==> config.mk <==
export PLATFORM = sky130hd
export DESIGN_NAME = cfg_clk_burst
export DESIGN_NICKNAME = d
export VERILOG_FILES = /design/src/rtl/cfg_clk_pkg.sv /design/src/rtl/cfg_clk_regif.sv /design/src/rtl/cfg_clk_arb.sv /design/src/rtl/cfg_clk_engine.sv /design/src/rtl/cfg_clk_burst.sv
export SDC_FILE = /design/constraint.sdc
export NUM_CORES = 1
export LEC_CHECK = 0
export ABC_AREA = 1
export BUFFER_PORTS_ARGS = -buffer_cell sky130_fd_sc_hd__buf_2
export CELL_PAD_IN_SITES_DETAIL_PLACEMENT = 1
export CELL_PAD_IN_SITES_GLOBAL_PLACEMENT = 1
export CORE_ASPECT_RATIO = 1.75
export CORE_MARGIN = 2
export CORE_UTILIZATION = 35
export DETAILED_ROUTE_END_ITERATION = 10
export PLACE_DENSITY = 0.83
export SLEW_MARGIN = 20
export SYNTH_ARGS = -nofsm -noshare
export SYNTH_HDL_FRONTEND = slang
export SYNTH_SLANG_ARGS = --single-unit
==> constraint.sdc <==
create_clock -name clk_i -period 5.1 [get_ports clk_i]
set_input_delay 0.51 -clock clk_i [delete_from_list [all_inputs] [get_ports clk_i]]
set_output_delay 0.51 -clock clk_i [all_outputs]
set_load 0.03 [all_outputs]
==> src/rtl/cfg_clk_pkg.sv <==
package cfg_clk_pkg;
  localparam int unsigned OFS_COUNT  = 'h08;
  localparam int unsigned OFS_STATUS = 'h0C;
endpackage

==> src/rtl/cfg_clk_regif.sv <==
module cfg_clk_regif #(
  parameter int unsigned AW    = 8,
  parameter int unsigned DW    = 32,
  parameter int unsigned CNT_W = 12
) (
  input  logic             clk_i,
  input  logic             rst_ni,
  input  logic [AW-1:0]    reg_addr_i,
  input  logic             reg_we_i,
  input  logic [DW-1:0]    reg_wdata_i,
  output logic [DW-1:0]    reg_rdata_o,
  input  logic             load_i,
  input  logic [CNT_W-1:0] load_cnt_i,
  input  logic             done_set_i,
  output logic             reg_go_o,
  output logic [CNT_W-1:0] reg_cnt_o,
  output logic [CNT_W-1:0] cnt_o,
  output logic             done_o
);
  import cfg_clk_pkg::*;

  localparam logic [AW-1:0] A_CNT  = AW'(OFS_COUNT);
  localparam logic [AW-1:0] A_STAT = AW'(OFS_STATUS);

  logic [CNT_W-1:0] cnt_q;
  logic             done_q;
  logic             clr_w;
  logic             unused_wdata;

  assign reg_go_o     = reg_we_i && (reg_addr_i == A_CNT);
  assign reg_cnt_o    = reg_wdata_i[CNT_W-1:0];
  assign clr_w        = reg_we_i && (reg_addr_i == A_STAT) && reg_wdata_i[0];
  assign unused_wdata = ^reg_wdata_i[DW-1:CNT_W];

  always_ff @(posedge clk_i or negedge rst_ni) begin
    if (!rst_ni) begin
      cnt_q  <= '0;
      done_q <= 1'b0;
    end else begin
      if (load_i) cnt_q <= load_cnt_i;
      // completion beats a simultaneous clear
      if (done_set_i)  done_q <= 1'b1;
      else if (clr_w)  done_q <= 1'b0;
    end
  end

  always_comb begin
    reg_rdata_o = '0;
    if (reg_addr_i == A_CNT)       reg_rdata_o = DW'(cnt_q);
    else if (reg_addr_i == A_STAT) reg_rdata_o[0] = done_q;
  end

  assign cnt_o  = cnt_q;
  assign done_o = done_q;
endmodule

==> src/rtl/cfg_clk_arb.sv <==
module cfg_clk_arb #(
  parameter int unsigned CNT_W = 12
) (
  input  logic             busy_i,
  input  logic             reg_go_i,
  input  logic [CNT_W-1:0] reg_cnt_i,
  input  logic             seq_go_i,
  input  logic [CNT_W-1:0] seq_cnt_i,
  output logic             go_o,
  output logic [CNT_W-1:0] cnt_o,
  output logic             from_seq_o
);
  assign go_o       = !busy_i && (reg_go_i || seq_go_i);
  assign from_seq_o = !reg_go_i && seq_go_i;
  assign cnt_o      = reg_go_i ? reg_cnt_i : seq_cnt_i;
endmodule

==> src/rtl/cfg_clk_engine.sv <==
module cfg_clk_engine #(
  parameter int unsigned CNT_W    = 12,
  parameter int unsigned HALF_DIV = 2
) (
  input  logic             clk_i,
  input  logic             rst_ni,
  input  logic             go_i,
  input  logic [CNT_W-1:0] cnt_i,
  input  logic             from_seq_i,
  output logic             fin_o,
  output logic             seq_done_o,
  output logic             busy_o,
  output logic             dclk_o
);
  localparam int unsigned PH_W = (HALF_DIV > 1) ? $clog2(HALF_DIV) : 1;
  localparam logic [PH_W-1:0] PH_LAST = PH_W'(HALF_DIV - 1);

  logic             busy_q, dclk_q, seq_q, seq_done_q;
  logic [PH_W-1:0]  ph_q;
  logic [CNT_W-1:0] rem_q;
  logic             ph_end, last_end, zero_go, fin_seq;

  assign ph_end   = (ph_q == PH_LAST);
  assign last_end = busy_q && ph_end && !dclk_q && (rem_q == CNT_W'(1));
  assign zero_go  = go_i && (cnt_i == '0);
  assign fin_o    = last_end || zero_go;
  assign fin_seq  = (last_end && seq_q) || (zero_go && from_seq_i);

  always_ff @(posedge clk_i or negedge rst_ni) begin
    if (!rst_ni) begin
      busy_q <= 1'b0;
      dclk_q <= 1'b0;
      seq_q  <= 1'b0;
      ph_q   <= '0;
      rem_q  <= '0;
    end else if (go_i && !zero_go) begin
      busy_q <= 1'b1;
      dclk_q <= 1'b1;
      seq_q  <= from_seq_i;
      ph_q   <= '0;
      rem_q  <= cnt_i;
    end else if (busy_q) begin
      if (ph_end) begin
        ph_q <= '0;
        if (dclk_q) begin
          dclk_q <= 1'b0;
        end else if (rem_q == CNT_W'(1)) begin
          busy_q <= 1'b0;
        end else begin
          rem_q  <= rem_q - CNT_W'(1);
          dclk_q <= 1'b1;
        end
      end else begin
        ph_q <= ph_q + PH_W'(1);
      end
    end
  end

  always_ff @(posedge clk_i or negedge rst_ni) begin
    if (!rst_ni) seq_done_q <= 1'b0;
    else         seq_done_q <= fin_seq;
  end

  assign busy_o     = busy_q;
  assign dclk_o     = dclk_q;
  assign seq_done_o = seq_done_q;
endmodule

==> src/rtl/cfg_clk_burst.sv <==
module cfg_clk_burst #(
  parameter int unsigned AW       = 8,
  parameter int unsigned DW       = 32,
  parameter int unsigned CNT_W    = 12,
  parameter int unsigned HALF_DIV = 2
) (
  input  logic             clk_i,
  input  logic             rst_ni,
  input  logic [AW-1:0]    reg_addr_i,
  input  logic             reg_we_i,
  input  logic [DW-1:0]    reg_wdata_i,
  output logic [DW-1:0]    reg_rdata_o,
  input  logic             seq_start_i,
  input  logic [CNT_W-1:0] seq_count_i,
  output logic             seq_done_o,
  output logic             busy_o,
  output logic             dclk_o
);
  logic             go_w, from_seq_w, fin_w, reg_go_w, done_w;
  logic [CNT_W-1:0] go_cnt_w, reg_cnt_w, cnt_w;

  cfg_clk_regif #(.AW(AW), .DW(DW), .CNT_W(CNT_W)) u_regif (
    .clk_i      (clk_i),
    .rst_ni     (rst_ni),
    .reg_addr_i (reg_addr_i),
    .reg_we_i   (reg_we_i),
    .reg_wdata_i(reg_wdata_i),
    .reg_rdata_o(reg_rdata_o),
    .load_i     (go_w),
    .load_cnt_i (go_cnt_w),
    .done_set_i (fin_w),
    .reg_go_o   (reg_go_w),
    .reg_cnt_o  (reg_cnt_w),
    .cnt_o      (cnt_w),
    .done_o     (done_w)
  );

  cfg_clk_arb #(.CNT_W(CNT_W)) u_arb (
    .busy_i    (busy_o),
    .reg_go_i  (reg_go_w),
    .reg_cnt_i (reg_cnt_w),
    .seq_go_i  (seq_start_i),
    .seq_cnt_i (seq_count_i),
    .go_o      (go_w),
    .cnt_o     (go_cnt_w),
    .from_seq_o(from_seq_w)
  );

  cfg_clk_engine #(.CNT_W(CNT_W), .HALF_DIV(HALF_DIV)) u_engine (
    .clk_i     (clk_i),
    .rst_ni    (rst_ni),
    .go_i      (go_w),
    .cnt_i     (go_cnt_w),
    .from_seq_i(from_seq_w),
    .fin_o     (fin_w),
    .seq_done_o(seq_done_o),
    .busy_o    (busy_o),
    .dclk_o    (dclk_o)
  );
endmodule

---- Word level (Yosys, flattened, before mapping) ----
Index checks and enable logic that the tools add are counted.
cells by class
  muxes and demuxes ....................... 23
  $add $sub $neg .......................... 2
  eq/ne operators ......................... 5
  reductions and logical operators ........ 25
operators by type and width
  cell                                                                   count
  12-bit two-way mux                                                     6
  8-bit by 4-bit == test with 1-bit output (second input constant)       2
  1-bit two-way mux                                                      16
  12-bit by 1-bit == test with 1-bit output (second input constant)      1
  1-bit logical AND                                                      12
  12-bit logical NOT                                                     1
  12-bit by 1-bit subtractor with 12-bit output (second input constant)  1
  11-bit two-way mux                                                     1
  2-bit nonzero test                                                     3
  1-bit logical NOT                                                      4
  4-bit AND reduction                                                    1
  1-bit logical OR                                                       3
  2-bit by 1-bit != test with 1-bit output (second input constant)       1
  2-bit != test (second input constant)                                  1
  2-bit AND reduction                                                    1
  1-bit adder (second input constant)                                    1
word-level totals
  register bits ........................... 30
  output and inout port bits .............. 35
  bits of input ports ..................... 56
  logic and storage cells ................. 63

---- Logic depth before layout (Yosys ltp) ----
  word-level depth ........................ 9
  depth in mapped cells ................... 15
  depth with buffers taken out ............ 15

---- Modules after synthesis ----
From an unflattened synthesis, not the netlist that was laid out.
unflattened totals
  cells, all modules ...................... 342
  area, all modules ....................... 2377.3 µm²
modules (own cells, without submodules)
  module          cells each  area an instance (µm²)  times used  sequential area each (µm²)
  cfg_clk_engine  177         1283.7                  1           425.4
  cfg_clk_regif   122         920.9                   1           325.3
  cfg_clk_arb     43          172.7                   1           0.0

---- Least setup slack after synthesis ----
Ideal clock, no wire load.
  path type ............................... input to output
  start ................................... input reg_addr_i[1]
  end ..................................... output reg_rdata_o[10]
  slack ................................... 2.947 ns
  buffers on the path ..................... 2
  arrival time ............................ 1.643 ns
  cell stages on the path ................. 7
  required time ........................... 4.590 ns
  cell sequence ........................... nor2_1 nand2_1 nor2_2 buf_6 inv_1 clkbuf_1 nor2_1
between the ends
  word-level cells in the longest chain between the ends .. 2
ends and longest elaborated chain
  what                                      line                 text
  start, declared                           cfg_clk_burst.sv:9   input logic [AW-1:0] reg_addr_i,
  8-bit by 4-bit == test with 1-bit output  cfg_clk_regif.sv:49  if (reg_addr_i == A_CNT) reg_rdata_o = DW'(cnt_q);
  11-bit two-way mux                        cfg_clk_regif.sv:49
  end, declared                             cfg_clk_burst.sv:12  output logic [DW-1:0] reg_rdata_o,
Every way passes these cells.

---- Final worst setup path ----
  start ................................... input reg_addr_i[7]
  end ..................................... register u_engine.rem_q[4]
between the ends
  word-level cells in the longest chain between the ends .. 9
  elaborated cells between the ends (all ways) .. 15
  those cells by class .................... eq/ne: 3; mux: 2; reduce/logical: 10
ends and longest elaborated chain
  what                                                            line                                     text
  8-bit by 4-bit == test with 1-bit output *                      cfg_clk_regif.sv:30                      assign reg_go_o = reg_we_i && (reg_addr_i == A_CNT);
  1-bit logical AND *                                             cfg_clk_regif.sv:30
  12-bit two-way mux / 1-bit logical OR (equally long branches)   cfg_clk_arb.sv:15, cfg_clk_arb.sv:13
  12-bit logical NOT / 1-bit logical AND (equally long branches)  cfg_clk_engine.sv:25, cfg_clk_arb.sv:13
  1-bit logical AND                                               cfg_clk_engine.sv:25                     assign zero_go = go_i && (cnt_i == '0);
  1-bit logical NOT                                               cfg_clk_engine.sv:36                     end else if (go_i && !zero_go) begin
  1-bit logical AND                                               cfg_clk_engine.sv:36
  2-bit != test (no source line), or another cell as far along    --
  4-bit AND reduction (no source line)                            --
  end signal, assigned                                            cfg_clk_engine.sv:41                     rem_q <= cnt_i;
  end signal, assigned                                            cfg_clk_engine.sv:50                     rem_q <= rem_q - CNT_W'(1);
  end, declared                                                   cfg_clk_engine.sv:20                     logic [CNT_W-1:0] rem_q;
Mark *: on every way between the ends. The rest lies on a longest branch, timed or not.
A chain may end at the register's enable or synchronous reset.

==> run_results.csv <==
group,metric,value,unit
floorplan,core_area,5930,um^2
sta,final-setup-viol-count,0,
logic_synthesis,synth_flop_cell,"dfrtp_1",
placement,gp_congestion,0.756,
route,routed_via_density,4.72,
grt,grt_antenna_before_repair,0,
critical_path,cp-start-kind,"input pin",
route,wl_met1,1940,um
route,wl_per_cell,12.6,um
logic_synthesis,synth-simple-area-share,0.337,
placement,hpwl,4520,um
clock_tree,cts_buffers,5,
critical_path,crit_type,"in -> reg",
floorplan,ioPinCount,91,
route,vias,2086,
logic_synthesis,synthDistinctLibCells,30,
grt,grt_pass1_vias,2212,
critical_path,cp.required,5.33,ns
sta,tns,0,ns
route,drt_wl_total,5560,um
flow_run,maxCapViolations,0,
floorplan,die_area,6820,um^2
power,p_sw_frac,0.266,
logic_synthesis,yosys.area.top_type,"dfrtp_1",
sta,worstMarginPinSlew,0.696,ns
logic_synthesis,synth_seq_cells,30,
power,ir_drop,117,uV
clock_tree,cts_tree,"yes",
logic_synthesis,synth_top_family_by_area,"simple AND/OR/NAND/NOR gates",
floorplan,rows,37,
logic_synthesis,synth_common_cells,"nand2_1 (78), inv_1 (55), nor2_1 (32)",
layout,fin_area,2450,um^2
grt,grt_use_total,0.172,
clock_tree,clock_latency,0.29,ns
route,drt_first_pass_iters,4,
grt,grt-ovfl-total,0,
power,total_power,494,uW
layout,drive_above_1_share,0.184,
critical_path,crit_path_end_kind,"flop",
layout,register_area,751,um^2
layout,multiInputGateArea,1050,um^2
sta,relSlewSlack,0.536,
clock_tree,cts.sinks,30,
route,drt_iter0_drc,24,
power,p_comb_frac,0.114,
layout,fin_nets,421,
floorplan,die_w,63.3,um
route,drc,0,
clock_tree,cts_setup_buffers,0,
clock_tree,cts_buffer_depth,2,
power,seq_power_share,0.483,
route,dr_wl_met2,3250,um
logic_synthesis,synth_cells,316,
logic_synthesis,synth_edf_count,0,
critical_path,arrival,2.94,ns
logic_synthesis,synth-compound-area-share,0.0738,
power,powerDensity,202,nW/um^2
logic_synthesis,synth-adder-area-share,0.0116,
worst_hold_path,hp-class,"in -> async",
logic_synthesis,synth_area,2150,um^2
logic_synthesis,netlist.area_leader.share,0.349,
logic_synthesis,postSynthAreaPerCell,6.81,um^2
logic_synthesis,ys.warnings.count,0,
sta,finalHoldViolCount,0,
clock_tree,clk_pin_slew,0.07,ns
grt,grt_pass1_wl,9250,um
critical_path,path_max_fanout,23,
sta,period_needed,2.71,ns
floorplan,die_y,108,um
placement,placed_area,2360,um^2
clock_tree,htreeDepth,2,
outcome,status,"finished clean",
sta,grt_setup_unrepaired,"false",
clock_tree,cts_root_buf,"clkbuf_8",
floorplan,initial_core_util,0.363,
sta,finalMaxSlewViolations,0,
layout,syn_to_final_growth,13.8,%
sta,clock_skew,0.00946,ns
layout,insertedDiodeCount,0,
layout,fillers,838,
logic_synthesis,synthXorXnorAreaFrac,0.0325,
sta,period_share,0.531,
clock_tree,ctsResizeCount,0,
route,dr.max_layer_used,"met4",
power,clkPwrFrac,0.403,
logic_synthesis,async_flop_share,1.00,
logic_synthesis,yosysSeqAreaShare,0.349,
sta,hold_ws,0.267,ns
grt,grt_max_degree,31,
clock_tree,ctsHoldBuffers,0,
power,p_switching,131,uW
placement,port_buffers,50,
power,internal_power,363,uW
sta,max_freq,369,MHz
route,final_antenna_net_count,0,
power,p_leak,0.00147,uW
route,wl_met3,197,um
logic_synthesis,netlist_top_cells_area,"dfrtp_1 (35%), nand2_1 (14%), inv_1 (9.6%), buf_4 (7.3%), nand3_1 (7.0%)",
logic_synthesis,muxShareOfSynthArea,0,
critical_path,reg2reg_depth,11,
logic_synthesis,synth_most_common_cell,"nand2_1",
[area by class of cell]
class	instances	share of cell area
tap	78	0.0398
clock buffer	7	0.0352
timing repair buffer	50	0.102
clock inverter	1	0.00204
multi-input combinational	221	0.430
inverter	55	0.0842
sequential	30	0.306
[power by group through the flow]
stage          Sequential (uW)  Combinational, uW  Clock (uW)
4_1_cts                    238               57.0         202
5_1_grt                    238               63.4         208
2_1_floorplan              243               47.3           0
3_3_place_gp               243               55.7           0
6_report                   239               56.5         199
3_5_place_dp               243               56.9           0
[cell usage in the layout, fill, tap and decap left out, drive strengths merged]
cell type  Yosys  routed
o211ai         1       1
conb           1      20
a21oi         13      13
nand3b         6       6
ha             2       2
clkinv         0       1
o22ai          1       1
o21ai         13      13
or3            1       1
nand3         32      32
dfrtp         30      30
inv           55      55
xor2           4       4
or2            1       1
buf           26      50
xnor2          4       4
nand4          2       2
clkbuf         3       7
nand2         80      80
nor2          36      36
nor3           2       2
nor3b          1       1
o21bai         2       2
[metal layers]
metal	vias up	track usage
met5	-	0
met4	0	0.0854
met3	11	0.0230
met2	57	0.359
met1	1001	0.153
li1	1017	-
[registers in the layout, summed over array words and instances, names as in the netlist]
register,cells
u_engine.busy_o,1
u_engine.seq_q,1
u_regif.cnt_o,12
u_engine.dclk_o,1
u_engine.rem_q,12
u_engine.ph_end,1
u_engine.seq_done_o,1
u_regif.done_o,1
[path summary, 6_finish.rpt]
path,endpoint,slack (ns),startpoint
worst max-delay path,u_engine.rem_q[4],2.39,reg_addr_i[7]
worst min-delay path,u_engine.seq_done_o,0.27,rst_ni
worst max register to register,u_engine.rem_q[8],2.91,u_engine.rem_q[1]
worst min register to register,u_regif.cnt_o[6],0.50,u_regif.cnt_o[6]
max in group asynchronous,u_regif.cnt_o[7],4.38,rst_ni
min in group clk_i,u_regif.cnt_o[6],0.50,u_regif.cnt_o[6]
[logic make-up after synthesis]
family | after synthesis
and+or+nand+nor | 161
adders and majority gates | 2
other | 1
xor gates and xnor gates | 8
buffers and inverters | 84
AOI/OAI and AO/OA | 30
DFF | 30
[through the flow]
step | utilization | setup slack, ns | cells
6_report | 0.414 | 2.39 | 442
5_1_grt | 0.414 | 2.06 | 442
4_1_cts | 0.414 | 2.36 | 442
3_5_place_dp | 0.398 | 2.08 | 434
3_3_place_gp | 0.398 | 2.12 | 434
2_1_floorplan | - | 2.95 | 335
[worst max-delay path: stages]
cell	delay (ns)
buf_2	0.10
nor2_1	0.10
nand2_1	0.09
inv_1	0.09
nand3_1	0.38
nand2_1	0.17
nand2_1	0.35
inv_1	0.47
nand2_4	0.24
nand2_2	0.24
nand3_1	0.12
nand2_1	0.07
Power figures use the tool's default switching activity.
